[config.mk]
export PLATFORM = sky130hd
export DESIGN_NAME = gated_capture_timer
export DESIGN_NICKNAME = d
export VERILOG_FILES = /design/src/rtl/gct_pkg.sv /design/src/rtl/gct_sync.sv /design/src/rtl/gct_ctrl.sv /design/src/rtl/gct_datapath.sv /design/src/rtl/gated_capture_timer.sv
export SDC_FILE = /design/constraint.sdc
export NUM_CORES = 1
export LEC_CHECK = 0
export BUFFER_PORTS_ARGS = -buffer_cell sky130_fd_sc_hd__buf_2
export CAP_MARGIN = 20
export CORE_MARGIN = 1.5
export CORE_UTILIZATION = 55
export CTS_CLUSTER_DIAMETER = 60
export DETAILED_ROUTE_END_ITERATION = 7
export GPL_ROUTABILITY_DRIVEN = 0
export PLACE_DENSITY = 0.76
export SLEW_MARGIN = 25
export SYNTH_ARGS = -nofsm -noshare
export SYNTH_HDL_FRONTEND = slang
export SYNTH_SLANG_ARGS = --single-unit
[constraint.sdc]
create_clock -name clk -period 4.89 [get_ports clk]
set_clock_uncertainty 0.15 [all_clocks]
set_input_delay 0.7335 -clock clk [delete_from_list [all_inputs] [get_ports clk]]
set_output_delay 0.7335 -clock clk [all_outputs]
set_load 0.01 [all_outputs]
[src/rtl/gct_pkg.sv]
package gct_pkg;

  // Tick source codes, CTRL[1:0]
  localparam logic [1:0] CLK_SYS  = 2'd0;
  localparam logic [1:0] CLK_SLOW = 2'd1;
  localparam logic [1:0] CLK_PIN  = 2'd2;
  localparam logic [1:0] CLK_HALT = 2'd3;

  // Capture edge codes, CTRL[3:2]
  localparam logic [1:0] EDGE_OFF  = 2'd0;
  localparam logic [1:0] EDGE_RISE = 2'd1;
  localparam logic [1:0] EDGE_FALL = 2'd2;
  localparam logic [1:0] EDGE_BOTH = 2'd3;

  // Word indices inside the register window
  localparam int REG_CTRL = 0;
  localparam int REG_REF  = 1;
  localparam int REG_CNT  = 2;
  localparam int REG_CAP  = 3;
  localparam int REG_EVT  = 4;

  // CTRL layout, MSB first
  typedef struct packed {
    logic       refMask;    // 8
    logic       capMask;    // 7
    logic       outPulse;   // 6
    logic       gateNormal; // 5
    logic       gateEn;     // 4
    logic [1:0] capEdge;    // 3:2
    logic [1:0] clkSel;     // 1:0
  } gctCfg_t;

  localparam int CFG_W = $bits(gctCfg_t);
  localparam logic [CFG_W-1:0] CFG_RESET = CFG_W'(3);

  // Control to datapath strobes
  typedef struct packed {
    logic tick;
    logic restart;
    logic capture;
  } gctStrobe_t;

endpackage

[src/rtl/gct_sync.sv]
module gct_sync #(
  parameter int STAGES = 2
) (
  input  logic clk,
  input  logic rstN,
  input  logic din,
  output logic dout
);

  logic [STAGES-1:0] chain;

  always_ff @(posedge clk or negedge rstN) begin
    if (!rstN) chain <= '0;
    else       chain <= {chain[STAGES-2:0], din};
  end

  assign dout = chain[STAGES-1];

endmodule

[src/rtl/gct_ctrl.sv]
module gct_ctrl
  import gct_pkg::*;
#(
  parameter int SYNC_STAGES = 2
) (
  input  logic       clk,
  input  logic       rstN,
  input  logic       capturePin,
  input  logic       gatePin,
  input  logic       slowTick,
  input  gctCfg_t    cfg,
  output gctStrobe_t stb
);

  localparam int PIN_CNT  = 2;
  localparam int PIN_CAP  = 0;
  localparam int PIN_GATE = 1;

  logic [PIN_CNT-1:0] rawPins, syncPins, prevPins, risePins, fallPins;
  logic runQ, runNow, tickSrc, capHit;

  assign rawPins = {gatePin, capturePin};

  for (genvar p = 0; p < PIN_CNT; p++) begin : g_pin
    gct_sync #(.STAGES(SYNC_STAGES)) u_sync (
      .clk  (clk),
      .rstN (rstN),
      .din  (rawPins[p]),
      .dout (syncPins[p])
    );
  end

  always_ff @(posedge clk or negedge rstN) begin
    if (!rstN) prevPins <= '0;
    else       prevPins <= syncPins;
  end

  assign risePins = syncPins & ~prevPins;
  assign fallPins = ~syncPins & prevPins;

  // Gate run state: falling edge opens, rising edge closes
  always_ff @(posedge clk or negedge rstN) begin
    if (!rstN)                  runQ <= 1'b0;
    else if (fallPins[PIN_GATE]) runQ <= 1'b1;
    else if (risePins[PIN_GATE]) runQ <= 1'b0;
  end

  assign runNow = !cfg.gateEn || runQ;

  always_comb begin
    unique case (cfg.clkSel)
      CLK_SYS:  tickSrc = 1'b1;
      CLK_SLOW: tickSrc = slowTick;
      CLK_PIN:  tickSrc = risePins[PIN_CAP];
      default:  tickSrc = 1'b0;
    endcase
  end

  always_comb begin
    unique case (cfg.capEdge)
      EDGE_RISE: capHit = risePins[PIN_CAP];
      EDGE_FALL: capHit = fallPins[PIN_CAP];
      EDGE_BOTH: capHit = risePins[PIN_CAP] | fallPins[PIN_CAP];
      default:   capHit = 1'b0;
    endcase
  end

  assign stb.tick    = tickSrc && runNow;
  assign stb.restart = cfg.gateEn && !cfg.gateNormal && fallPins[PIN_GATE];
  assign stb.capture = capHit;

  // a rising gate edge stops the following tick while gating stays on
  p_gate_stop_r6: assert property (@(posedge clk) disable iff (!rstN)
    (cfg.gateEn && risePins[PIN_GATE]) ##1 cfg.gateEn |-> !stb.tick);

  // a falling gate edge lets the system-clock tick through one clock later
  p_gate_start_r6: assert property (@(posedge clk) disable iff (!rstN)
    (cfg.gateEn && fallPins[PIN_GATE]) ##1 (cfg.gateEn && cfg.clkSel == CLK_SYS) |-> stb.tick);

  // no capture strobe while capture is disabled
  p_cap_off_r2: assert property (@(posedge clk) disable iff (!rstN)
    (cfg.capEdge == EDGE_OFF) |-> !stb.capture);

endmodule

[src/rtl/gct_datapath.sv]
module gct_datapath
  import gct_pkg::*;
#(
  parameter int CNT_W  = 16,
  parameter int ADDR_W = 6
) (
  input  logic                 clk,
  input  logic                 rstN,
  input  gctStrobe_t           stb,
  input  logic [ADDR_W-1:0]    busAddr,
  input  logic                 busWrEn,
  input  logic [CNT_W/8-1:0]   busByteEn,
  input  logic [CNT_W-1:0]     busWrData,
  output logic [CNT_W-1:0]     busRdData,
  output gctCfg_t              cfg,
  output logic                 timerOut,
  output logic                 irq
);

  localparam int LANES  = CNT_W / 8;
  localparam int WORD_W = ADDR_W - 1;
  localparam int EVT_W  = 2;
  localparam logic [WORD_W-1:0] IDX_CTRL = WORD_W'(REG_CTRL);
  localparam logic [WORD_W-1:0] IDX_REF  = WORD_W'(REG_REF);
  localparam logic [WORD_W-1:0] IDX_CNT  = WORD_W'(REG_CNT);
  localparam logic [WORD_W-1:0] IDX_CAP  = WORD_W'(REG_CAP);
  localparam logic [WORD_W-1:0] IDX_EVT  = WORD_W'(REG_EVT);

  logic [WORD_W-1:0] wordIdx;
  logic [CFG_W-1:0]  ctrlReg;
  logic [CNT_W-1:0]  refReg, cntReg, capReg, cntNext, ctrlMerged;
  logic [EVT_W-1:0]  evtReg, evtSet, evtClr;
  logic ctrlWr, refWr, cntWr, evtWr, refHit, toggleQ, pulseQ;
  logic unusedBusBits;

  function automatic logic [CNT_W-1:0] mergeBytes(
    input logic [CNT_W-1:0] oldVal,
    input logic [CNT_W-1:0] newVal,
    input logic [LANES-1:0] laneEn
  );
    logic [CNT_W-1:0] res;
    res = oldVal;
    for (int l = 0; l < LANES; l++) begin
      if (laneEn[l]) res[l*8 +: 8] = newVal[l*8 +: 8];
    end
    return res;
  endfunction

  assign wordIdx = busAddr[ADDR_W-1:1];
  assign ctrlWr  = busWrEn && wordIdx == IDX_CTRL;
  assign refWr   = busWrEn && wordIdx == IDX_REF;
  assign cntWr   = busWrEn && wordIdx == IDX_CNT;
  assign evtWr   = busWrEn && wordIdx == IDX_EVT;

  assign ctrlMerged    = mergeBytes(CNT_W'(ctrlReg), busWrData, busByteEn);
  assign unusedBusBits = busAddr[0] ^ (^ctrlMerged[CNT_W-1:CFG_W]);
  assign cfg           = gctCfg_t'(ctrlReg);

  always_ff @(posedge clk or negedge rstN) begin
    if (!rstN) begin
      ctrlReg <= CFG_RESET;
      refReg  <= '1;
    end else begin
      if (ctrlWr) ctrlReg <= ctrlMerged[CFG_W-1:0];
      if (refWr)  refReg  <= mergeBytes(refReg, busWrData, busByteEn);
    end
  end

  // Counter with wrap on the tick that finds it at the reference
  assign cntNext = (cntReg == refReg) ? '0 : cntReg + 1'b1;
  assign refHit  = stb.tick && !cntWr && !stb.restart && cntNext == refReg;

  always_ff @(posedge clk or negedge rstN) begin
    if (!rstN)            cntReg <= '0;
    else if (cntWr)       cntReg <= mergeBytes(cntReg, busWrData, busByteEn);
    else if (stb.restart) cntReg <= '0;
    else if (stb.tick)    cntReg <= cntNext;
  end

  always_ff @(posedge clk or negedge rstN) begin
    if (!rstN)            capReg <= '0;
    else if (stb.capture) capReg <= cntReg;
  end

  // Event flags: set beats clear
  assign evtSet = {refHit, stb.capture};
  assign evtClr = (evtWr && busByteEn[0]) ? busWrData[EVT_W-1:0] : '0;

  always_ff @(posedge clk or negedge rstN) begin
    if (!rstN) evtReg <= '0;
    else       evtReg <= (evtReg & ~evtClr) | evtSet;
  end

  assign irq = (evtReg[0] && cfg.capMask) || (evtReg[1] && cfg.refMask);

  // Output pin state
  always_ff @(posedge clk or negedge rstN) begin
    if (!rstN) begin
      toggleQ <= 1'b1;
      pulseQ  <= 1'b0;
    end else begin
      if (refHit) toggleQ <= ~toggleQ;
      if (refHit)        pulseQ <= 1'b1;
      else if (stb.tick) pulseQ <= 1'b0;
    end
  end

  assign timerOut = cfg.outPulse ? ~pulseQ : toggleQ;

  always_comb begin
    busRdData = '0;
    unique case (wordIdx)
      IDX_CTRL: busRdData = CNT_W'(ctrlReg);
      IDX_REF:  busRdData = refReg;
      IDX_CNT:  busRdData = cntReg;
      IDX_CAP:  busRdData = capReg;
      IDX_EVT:  busRdData = CNT_W'(evtReg);
      default:  busRdData = '0;
    endcase
  end

  // capture register receives the counter value of the strobe cycle
  p_capture_copy_r3: assert property (@(posedge clk) disable iff (!rstN)
    stb.capture |=> capReg == $past(cntReg));

  // a tick at the reference brings the counter back to zero
  p_wrap_r5: assert property (@(posedge clk) disable iff (!rstN)
    (stb.tick && !cntWr && !stb.restart && cntReg == refReg) |=> cntReg == '0);

  // an unmasked capture event raises the interrupt
  p_cap_irq_r4: assert property (@(posedge clk) disable iff (!rstN)
    (stb.capture && cfg.capMask) ##1 cfg.capMask |-> irq);

  // pulse mode drives the pin low after a reference match
  p_pulse_low_r8: assert property (@(posedge clk) disable iff (!rstN)
    (cfg.outPulse && refHit) ##1 cfg.outPulse |-> !timerOut);

  // toggle mode flips the pin on a reference match
  p_toggle_flip_r9: assert property (@(posedge clk) disable iff (!rstN)
    (!cfg.outPulse && refHit) ##1 !cfg.outPulse |-> timerOut != $past(timerOut));

endmodule

[src/rtl/gated_capture_timer.sv]
module gated_capture_timer
  import gct_pkg::*;
#(
  parameter int CNT_W       = 16,
  parameter int ADDR_W      = 6,
  parameter int SYNC_STAGES = 2
) (
  input  logic                 clk,
  input  logic                 rstN,
  input  logic                 capturePin,
  input  logic                 gatePin,
  input  logic                 slowTick,
  input  logic [ADDR_W-1:0]    busAddr,
  input  logic                 busWrEn,
  input  logic [CNT_W/8-1:0]   busByteEn,
  input  logic [CNT_W-1:0]     busWrData,
  output logic [CNT_W-1:0]     busRdData,
  output logic                 timerOut,
  output logic                 irq
);

  gctCfg_t    cfg;
  gctStrobe_t stb;

  gct_ctrl #(.SYNC_STAGES(SYNC_STAGES)) u_ctrl (
    .clk        (clk),
    .rstN       (rstN),
    .capturePin (capturePin),
    .gatePin    (gatePin),
    .slowTick   (slowTick),
    .cfg        (cfg),
    .stb        (stb)
  );

  gct_datapath #(.CNT_W(CNT_W), .ADDR_W(ADDR_W)) u_datapath (
    .clk       (clk),
    .rstN      (rstN),
    .stb       (stb),
    .busAddr   (busAddr),
    .busWrEn   (busWrEn),
    .busByteEn (busByteEn),
    .busWrData (busWrData),
    .busRdData (busRdData),
    .cfg       (cfg),
    .timerOut  (timerOut),
    .irq       (irq)
  );

endmodule

==> metrics.cfg, run 1 <==
[floorplanning]
start_util = 0.562
rows = 32
ioPinCount = 48
coreArea_um2 = 7650
die_w_um = 91.4
fp.dieArea_um2 = 8350
die_h_um = 91.4

[cts]
htree_levels = 3
clockRootBuffer = clkbuf_8
cts_buffers = 9
post_cts_buffers = 0
cts_tree = built
clk_latency_ps = 350
cts.sinks = 68
cts_buffer_depth = 2
clkTransAtPathRegs_ps = 80
ctsResizeCount = 0
cts_hold_buf = 0

[synthesis]
syn_avg_cell_area_um2 = 9.97
synth.area.top_cells = dfrtp_1 (29%), mux2_2 (13%), dfstp_2 (12%), xnor2_1 (4.1%), o21ai_0 (3.7%)
synth_top_family_by_area = multiplexers
synthesis.instances = 431
yosys.area_share.simple = 0.150
yosysWarnings = 0
ys_ff_latch = 68
synth_fa_ha_area_frac = 0.0116
synth_mux_area_frac = 0.179
ys_types = 54
synth-seq-area-share = 0.401
syn_nets = 465
ys_async_sr_fraction = 1.00
synthXorXnorAreaFrac = 0.0684
synth_compound_area_frac = 0.144
ys.flop_type = dfrtp_1
synth_area_leader_cell = dfrtp_1
synth_edf_count = 0
netlist_area_um2 = 4300
synth_top_area_frac = 0.285

[global_route]
grt_pass1_vias = 3400
grt.total_usage = 0.263
grt_max_degree = 37
antenna_found_initial = 0
grt_overflow = 0
grt_pass1_wl_mm = 17.3

[drt]
first_pass_iters = 5
vias = 3541
route.detailed.drc = 0
wl_per_cell_um = 18.5
wirelength_mm = 10.5
initialDrtViolationCount = 268
viasPerCell = 6.26
ant_nets = 0

[outcome]
status = complete, no violations

[cells_and_area]
finish.utilization = 0.622
area_growth_syn_to_layout_pct = 10.7
nNetsFinal = 493
drive_gt1_frac = 0.325
diodes = 0

[placement]
place_hpwl_mm = 7.25
io_buffers = 46

[timing]
timing.fmax_mhz = 264
fin_crit_ps = 3790
fin_crit_sh = 0.774
slew_headroom = 0.477
final_max_slew_viol_count = 0
finalHoldViolCount = 0
max_slew.worst_pin.slew_ps = 784
grt_setup_unrepaired = false
setup_tns_ps = 0
setup_viol = 0

[min_path]
hp-class = reg2reg

[worst_setup_path]
cp_max_fo = 16
crit_required_ps = 5020
endpoint_kind = flip-flop
start_kind = flip-flop
crit_type = reg2reg
crit_arrival_ps = 3920

[pwr]
p_per_area_nw_per_um2 = 452
vdd_ir_drop_max_v = 0.000246
leakagePower_nw = 2.02
p_total_mw = 2.15

[flow_run]
cap_viol_max_count = 0

-- area by class of cell --
type | count | area (um2)
fillers | 617 | 2890
multi-input cells | 313 | 2370
flip-flops and latches | 68 | 1730
repair buffers | 53 | 283
clock buffers | 10 | 128
well taps | 102 | 128
clock inverters | 6 | 65.1
inverters | 14 | 52.6
-- final timing paths --
kind                                                             end  slack [ps]  cells past startpoint                                      start
setup / recovery                      u_datapath.toggleQ$_DFFE_PN1P_        1100                      8           u_datapath.cntReg[4]$_DFFE_PN0P_
hold / removal             u_ctrl.g_pin[1].u_sync.chain[1]$_DFF_PN0_         200                      0  u_ctrl.g_pin[1].u_sync.chain[0]$_DFF_PN0_
setup reg to reg                      u_datapath.toggleQ$_DFFE_PN1P_        1100                      8           u_datapath.cntReg[4]$_DFFE_PN0P_
hold reg to reg            u_ctrl.g_pin[1].u_sync.chain[1]$_DFF_PN0_         200                      0  u_ctrl.g_pin[1].u_sync.chain[0]$_DFF_PN0_
max in group asynchronous           u_datapath.refReg[8]$_DFFE_PN1P_        3310                      2                                       rstN
min in group asynchronous           u_datapath.capReg[9]$_DFFE_PN0P_         320                      1                                       rstN
-- flip-flops by register name (all words and copies together), names as in the netlist --
register / count
u_datapath.cntReg: 16
u_ctrl.runQ: 1
u_datapath.pulseQ: 1
u_datapath.cfg: 9
u_ctrl.prevPins: 2
u_ctrl.g_pin.u_sync.chain: 4
u_datapath.evtReg: 2
u_datapath.toggleQ: 1
u_datapath.refReg: 16
u_datapath.capReg: 16
-- metrics by stage --
stage	cell area [um2]	hold WS (ps)	worst slack [ps]	instances
final	4760	204	1100	566
after global routing	4760	216	965	566
after CTS	4760	208	1130	566
after detailed placement	4560	190	1150	550
after global placement	4560	185	1170	550
after floorplan	4300	181	1740	431
-- cells by family after synthesis --
| group | after synthesis |
|---|---|
| compound gates | 97 |
| xor+xnor | 32 |
| fa+ha+maj | 4 |
| buf+inv | 50 |
| flops | 68 |
| mux | 62 |
| simple gates | 118 |
-- power by group --
group / internal, mW / total (mW) / leakage (nW) / switching [mW]
Combinational: 0.385 / 0.733 / 1.10 / 0.348
Sequential: 0.729 / 0.962 / 0.822 / 0.233
Clock: 0.235 / 0.455 / 0.0962 / 0.220
-- layer usage --
metal  vias to the layer above  track usage  wire length [um]
li1                       1637            -                 -
met1                      1759        0.359              4610
met2                       130        0.430              5100
met3                        15       0.0410               585
met4                         0       0.0794               159
met5                         -            0                 0
-- Yosys cell counts (all sizes together), types with 4 or more instances --
cell type,count
ha,4
mux2,50
and3,6
a21oi,14
o22ai,4
dfstp,19
o21ai,34
nand3,6
nor3b,5
nor4,5
a22oi,17
and2,9
dfrtp,49
inv,14
a31oi,6
mux4,7
mux2i,5
xnor2,20
nor2,33
clkbuf,32
buf,4
nand2,17
nand4,12
nor3,9
a32oi,5
xor2,11
-- critical path: stages, from the launching register on --
cell and delay [ps]:
dfrtp_1 550, xor2_1 220, or4_1 530, or4_1 740, o211ai_1 200, a22oi_1 120, or4_4 580, nor4_4 430
xor2_1 180
-- placed cells by master, fill, tap and decap left out, types with 14 or more instances in the layout --
cell type / synthesis / layout
inv_1: 14 / 14
xnor2_1: 20 / 20
mux2_2: 50 / 50
dfstp_2: 19 / 19
o21ai_0: 32 / 32
nor2_1: 33 / 33
nand2_1: 17 / 17
buf_2: 2 / 46
a22oi_1: 17 / 17
a21oi_1: 14 / 14
dfrtp_1: 49 / 49
Note: power is estimated with default switching activity, not from simulation.
==> run 2: changes to the inputs <==
Settings changed: CORE_UTILIZATION 55 to 53.
Clock period 4.89 ns to 3.4 ns, I/O delays scaled along.
==> metrics.cfg, run 2 (synthesis gave the netlist of run 1 again) <==
[timing]
finalHoldViolCount = 0
setup_tns_ps = 0
setup_viol = 0
slew_headroom = 0.296
whs_ps = 112
timing.fmax_mhz = 305
fin_crit_sh = 0.963
max_slew.worst_pin.slew_ps = 1050
final_max_slew_viol_count = 0
fin_crit_ps = 3270

[floorplanning]
ioPinCount = 48
fp.dieArea_um2 = 8660
start_util = 0.550
rows = 32
die_w_um = 93.1
die_h_um = 93.1
coreArea_um2 = 7810

[cts]
cts.sinks = 68
cts_buffer_depth = 2
htree_levels = 3
cts_buffers = 9
clockRootBuffer = clkbuf_8
clkTransAtPathRegs_ps = 80
clk_latency_ps = 350
cts_hold_buf = 0
cts_tree = built

[cells_and_area]
final-instance-count-excl-fill = 591
final_cell_mix = mux2_2 (50), dfrtp_1 (49), buf_2 (46), nor2_1 (33)
area_growth_syn_to_layout_pct = 16.4
nNetsFinal = 518
diodes = 0
drive_gt1_frac = 0.364
top_regs = u_datapath.capReg (16), u_datapath.cntReg (16), u_datapath.refReg (16)
finish.instance_area_um2 = 5000
final_common_cell = mux2_2

[global_route]
grt_pass1_vias = 3669
grt_pass1_wl_mm = 18.2
grt.total_usage = 0.273
grt_max_degree = 69
grt_overflow = 0
antenna_found_initial = 0

[drt]
wl_per_cell_um = 18.7
route.detailed.drc = 0
vias = 3673
initialDrtViolationCount = 368
wl_met1_mm = 4.72
first_pass_iters = 5
wirelength_mm = 11.0
viasPerCell = 6.21
wl_met3_um = 724
topRoutingLayerUsed = met4
wl_met2_mm = 5.27
ant_nets = 0

[worst_setup_path]
crit_arrival_ps = 3410
crit_start = u_datapath.refReg[5]$_DFFE_PN1P_
crit_required_ps = 3540
start_kind = flip-flop
r2r_cells = 10
r2r-start = u_datapath.refReg[5]$_DFFE_PN1P_
crit_path_end = u_datapath.toggleQ$_DFFE_PN1P_
endpoint_kind = flip-flop
crit_type = reg2reg
rrSetupSlack_ps = 130
r2r_end = u_datapath.toggleQ$_DFFE_PN1P_
cp_max_fo = 6

[placement]
io_buffers = 46
place_hpwl_mm = 7.90
dp.cells = 574
place_area_um2 = 4740

[outcome]
status = complete, no violations

[pwr]
vdd_ir_drop_max_v = 0.000353
p_per_area_nw_per_um2 = 677
leakagePower_nw = 2.17

[flow_run]
cap_viol_max_count = 0

[min_path]
hp-class = in2reg

## run 2: repair_timing
| action | CTS | global route |
|---|---|---|
| pin swaps | 1 | 1 |
| endpoints found under the setup margin | 1 | 1 |
| resized for setup | 0 | 2 |
| buffers inserted | 0 | 1 |
## run 2: layer usage
metal,up-vias,GRT usage
met1,1791,0.371
met3,33,0.0358
met5,-,0
met2,168,0.435
met4,0,0.126
li1,1681,-
## run 2: worst min path at each step
stage | endpoint | depth (start not counted) | startpoint | slack (ps)
final | u_ctrl.g_pin[1].u_sync.chain[0]$_DFF_PN0_ | 1 | gatePin | 110
after global routing | u_ctrl.g_pin[0].u_sync.chain[0]$_DFF_PN0_ | 1 | capturePin | 100
after CTS | u_ctrl.g_pin[1].u_sync.chain[0]$_DFF_PN0_ | 1 | gatePin | 100
after detailed placement | u_ctrl.g_pin[1].u_sync.chain[1]$_DFF_PN0_ | 0 | u_ctrl.g_pin[1].u_sync.chain[0]$_DFF_PN0_ | 180
after global placement | u_ctrl.g_pin[1].u_sync.chain[1]$_DFF_PN0_ | 0 | u_ctrl.g_pin[1].u_sync.chain[0]$_DFF_PN0_ | 180
after floorplan | u_ctrl.g_pin[0].u_sync.chain[0]$_DFF_PN0_ | 0 | rstN | 60
## run 2: through the flow
stage | worst slack, ps | utilization | power [mW]
after floorplan | 254 | - | 2.17
after global placement | 73.8 | 0.608 | 2.49
after detailed placement | 27.2 | 0.608 | 2.55
after CTS | 136 | 0.638 | 3.37
after global routing | -17.4 | 0.641 | 3.59
final | 126 | 0.641 | 3.39
## run 2: power breakdown
part           switching, mW  internal (mW)  leakage, nW  total (mW)
sequential             0.232           1.05        0.822        1.28
clock                  0.325          0.489        0.120       0.814
combinational          0.654          0.639         1.23        1.29
## run 2: worst max-delay path, stage by stage (launching register included)
cell     delay, ps
dfstp_2        540
xor2_1         100
or4_1          480
or4_4          530
buf_4          180
a21oi_1        120
nor4_1          60
or4_4          500
nor4_4         230
buf_4          200
xor2_2         130
## run 2: cell type report
type / instances / area [um2]
flip-flops and latches: 68 / 1730
clock buffers: 10 / 128
fillers: 647 / 2810
multi-input cells: 313 / 2390
inverters: 14 / 52.6
clock inverters: 6 / 113
repair buffers: 78 / 470
well taps: 102 / 128
==> run 3: changes to the inputs <==
Settings changed: CORE_UTILIZATION 53 to 35, CTS_BUF_LIST set to sky130_fd_sc_hd__clkbuf_16, PLACE_DENSITY 0.76 to not set.
==> metrics.cfg, run 3 (synthesis gave the netlist of run 1 again) <==
[cts]
htree_levels = 3
cts.sinks = 68
clk_latency_ps = 340
cts_tree = built
cts_buffers = 9
cts_buffer_depth = 2
clkTransAtPathRegs_ps = 60
cts_hold_buf = 0
clockRootBuffer = clkbuf_16

[global_route]
grt_pass1_wl_mm = 19.5
grt.total_usage = 0.194
grt_max_degree = 36
antenna_found_initial = 0
grt_overflow = 0
grt_pass1_vias = 3771

[worst_setup_path]
crit_arrival_ps = 3420
crit_type = reg2reg
cp_cell_sequence = xor2_1 > or4_1 > or4_4 > buf_6 > a21oi_1 > nor4_1 > or4_4 > nor4_4 > xor2_1
rrSetupSlack_ps = 90
crit_slowest_cell = dfstp_2
crit_path_max_incr_delay_ps = 550
endpoint_kind = flip-flop
cp_max_fo = 6
start_kind = flip-flop
crit_required_ps = 3520
r2r_cells = 9
r2r_end = u_datapath.toggleQ$_DFFE_PN1P_
r2r-start = u_datapath.refReg[4]$_DFFE_PN1P_

[outcome]
status = complete, no violations

[floorplanning]
rows = 40
start_util = 0.358
die_h_um = 114
fp.dieArea_um2 = 13000
ioPinCount = 48
die_w_um = 114
coreArea_um2 = 12000

[timing]
fin_crit_ps = 3310
fin_crit_sh = 0.973
timing.fmax_mhz = 302
finalHoldViolCount = 0
whs_ps = 111
max_slew.worst_pin.slew_ps = 811
final_max_slew_viol_count = 0
slew_headroom = 0.459
setup_viol = 0

[drt]
viasPerCell = 5.70
vias = 3650
wirelength_mm = 11.8
initialDrtViolationCount = 228
route.detailed.drc = 0
wl_per_cell_um = 18.4
ant_nets = 0
first_pass_iters = 5

[pwr]
leakagePower_nw = 2.23
p_total_mw = 3.63
vdd_ir_drop_max_v = 0.000275
p_per_area_nw_per_um2 = 701

[min_path]
hp-class = in2async

[cells_and_area]
final-instance-count-excl-fill = 640
nNetsFinal = 522
diodes = 0
drive_gt1_frac = 0.369
final_cell_mix = mux2_2 (50), dfrtp_1 (49), buf_2 (46), buf_4 (34), nor2_1 (33)
area_growth_syn_to_layout_pct = 20.6
finish.utilization = 0.431
multi_input_area_um2 = 2380
top_regs = u_datapath.capReg (16), u_datapath.cntReg (16), u_datapath.refReg (16)
register_area_um2 = 1730
final_common_cell = mux2_2
nFillCells = 1191

[flow_run]
cap_viol_max_count = 0

[placement]
io_buffers = 46
dp.cells = 623
place_hpwl_mm = 8.52

-- run 3: layer usage --
layer | vias to the layer above | GRT usage | wire length, um
met5 | - | 0 | 0
met4 | 0 | 0.0708 | 184
met3 | 18 | 0.0340 | 644
met2 | 123 | 0.319 | 5660
met1 | 1812 | 0.257 | 5300
li1 | 1697 | - | -
-- run 3: layout make-up --
class / count / area share
clock buffers: 9 / 0.0435
clock inverters: 7 / 0.0191
inverters: 14 / 0.0101
multi-input cells: 313 / 0.459
flip-flops and latches: 68 / 0.333
well taps: 147 / 0.0355
repair buffers: 82 / 0.0997
-- run 3: what timing repair did --
action,in CTS,in global routing
pin swaps,1,3
buffers inserted,0,1
setup endpoints to repair,1,1
cloned,0,0
gates resized for setup,0,2
hold endpoints to repair,0,0
-- run 3: stage by stage --
stage	area, um2	setup TNS [ps]	setup WS, ps
2_1_floorplan	4300	0	254
3_3_place_gp	4840	0	45.3
3_5_place_dp	4840	-41.6	-41.6
4_1_cts	5170	0	93.1
5_1_grt	5180	-8.24	-8.24
6_report	5180	0	92.4
-- run 3: worst max path at each step --
stage | from | to | slack, ps | cells after the start
after floorplan | u_datapath.cntReg[13]$_DFFE_PN0P_ | u_datapath.toggleQ$_DFFE_PN1P_ | 250 | 10
after global placement | u_datapath.refReg[13]$_DFFE_PN1P_ | u_datapath.toggleQ$_DFFE_PN1P_ | 50 | 9
after detailed placement | u_datapath.refReg[13]$_DFFE_PN1P_ | u_datapath.toggleQ$_DFFE_PN1P_ | -40 | 9
after CTS | u_datapath.refReg[4]$_DFFE_PN1P_ | u_datapath.toggleQ$_DFFE_PN1P_ | 90 | 9
after global routing | u_datapath.refReg[4]$_DFFE_PN1P_ | u_datapath.toggleQ$_DFFE_PN1P_ | -8 | 8
final | u_datapath.refReg[4]$_DFFE_PN1P_ | u_datapath.toggleQ$_DFFE_PN1P_ | 90 | 9
-- run 3: critical path: cells and delay by family, from the launching register on --
| family | cells | cell delay (ps) |
|---|---|---|
| buffers and inverters | 1 | 160 |
| XOR/XNOR | 2 | 250 |
| AO/OA/AOI/OAI | 1 | 120 |
| AND/OR/NAND/NOR | 5 | 2000 |
| flip-flops | 1 | 550 |
-- run 3: where the power goes --
part           switching [mW]  total, mW  internal [mW]
clock                   0.376       1.02          0.647
sequential              0.200       1.25           1.05
combinational           0.696       1.36          0.665
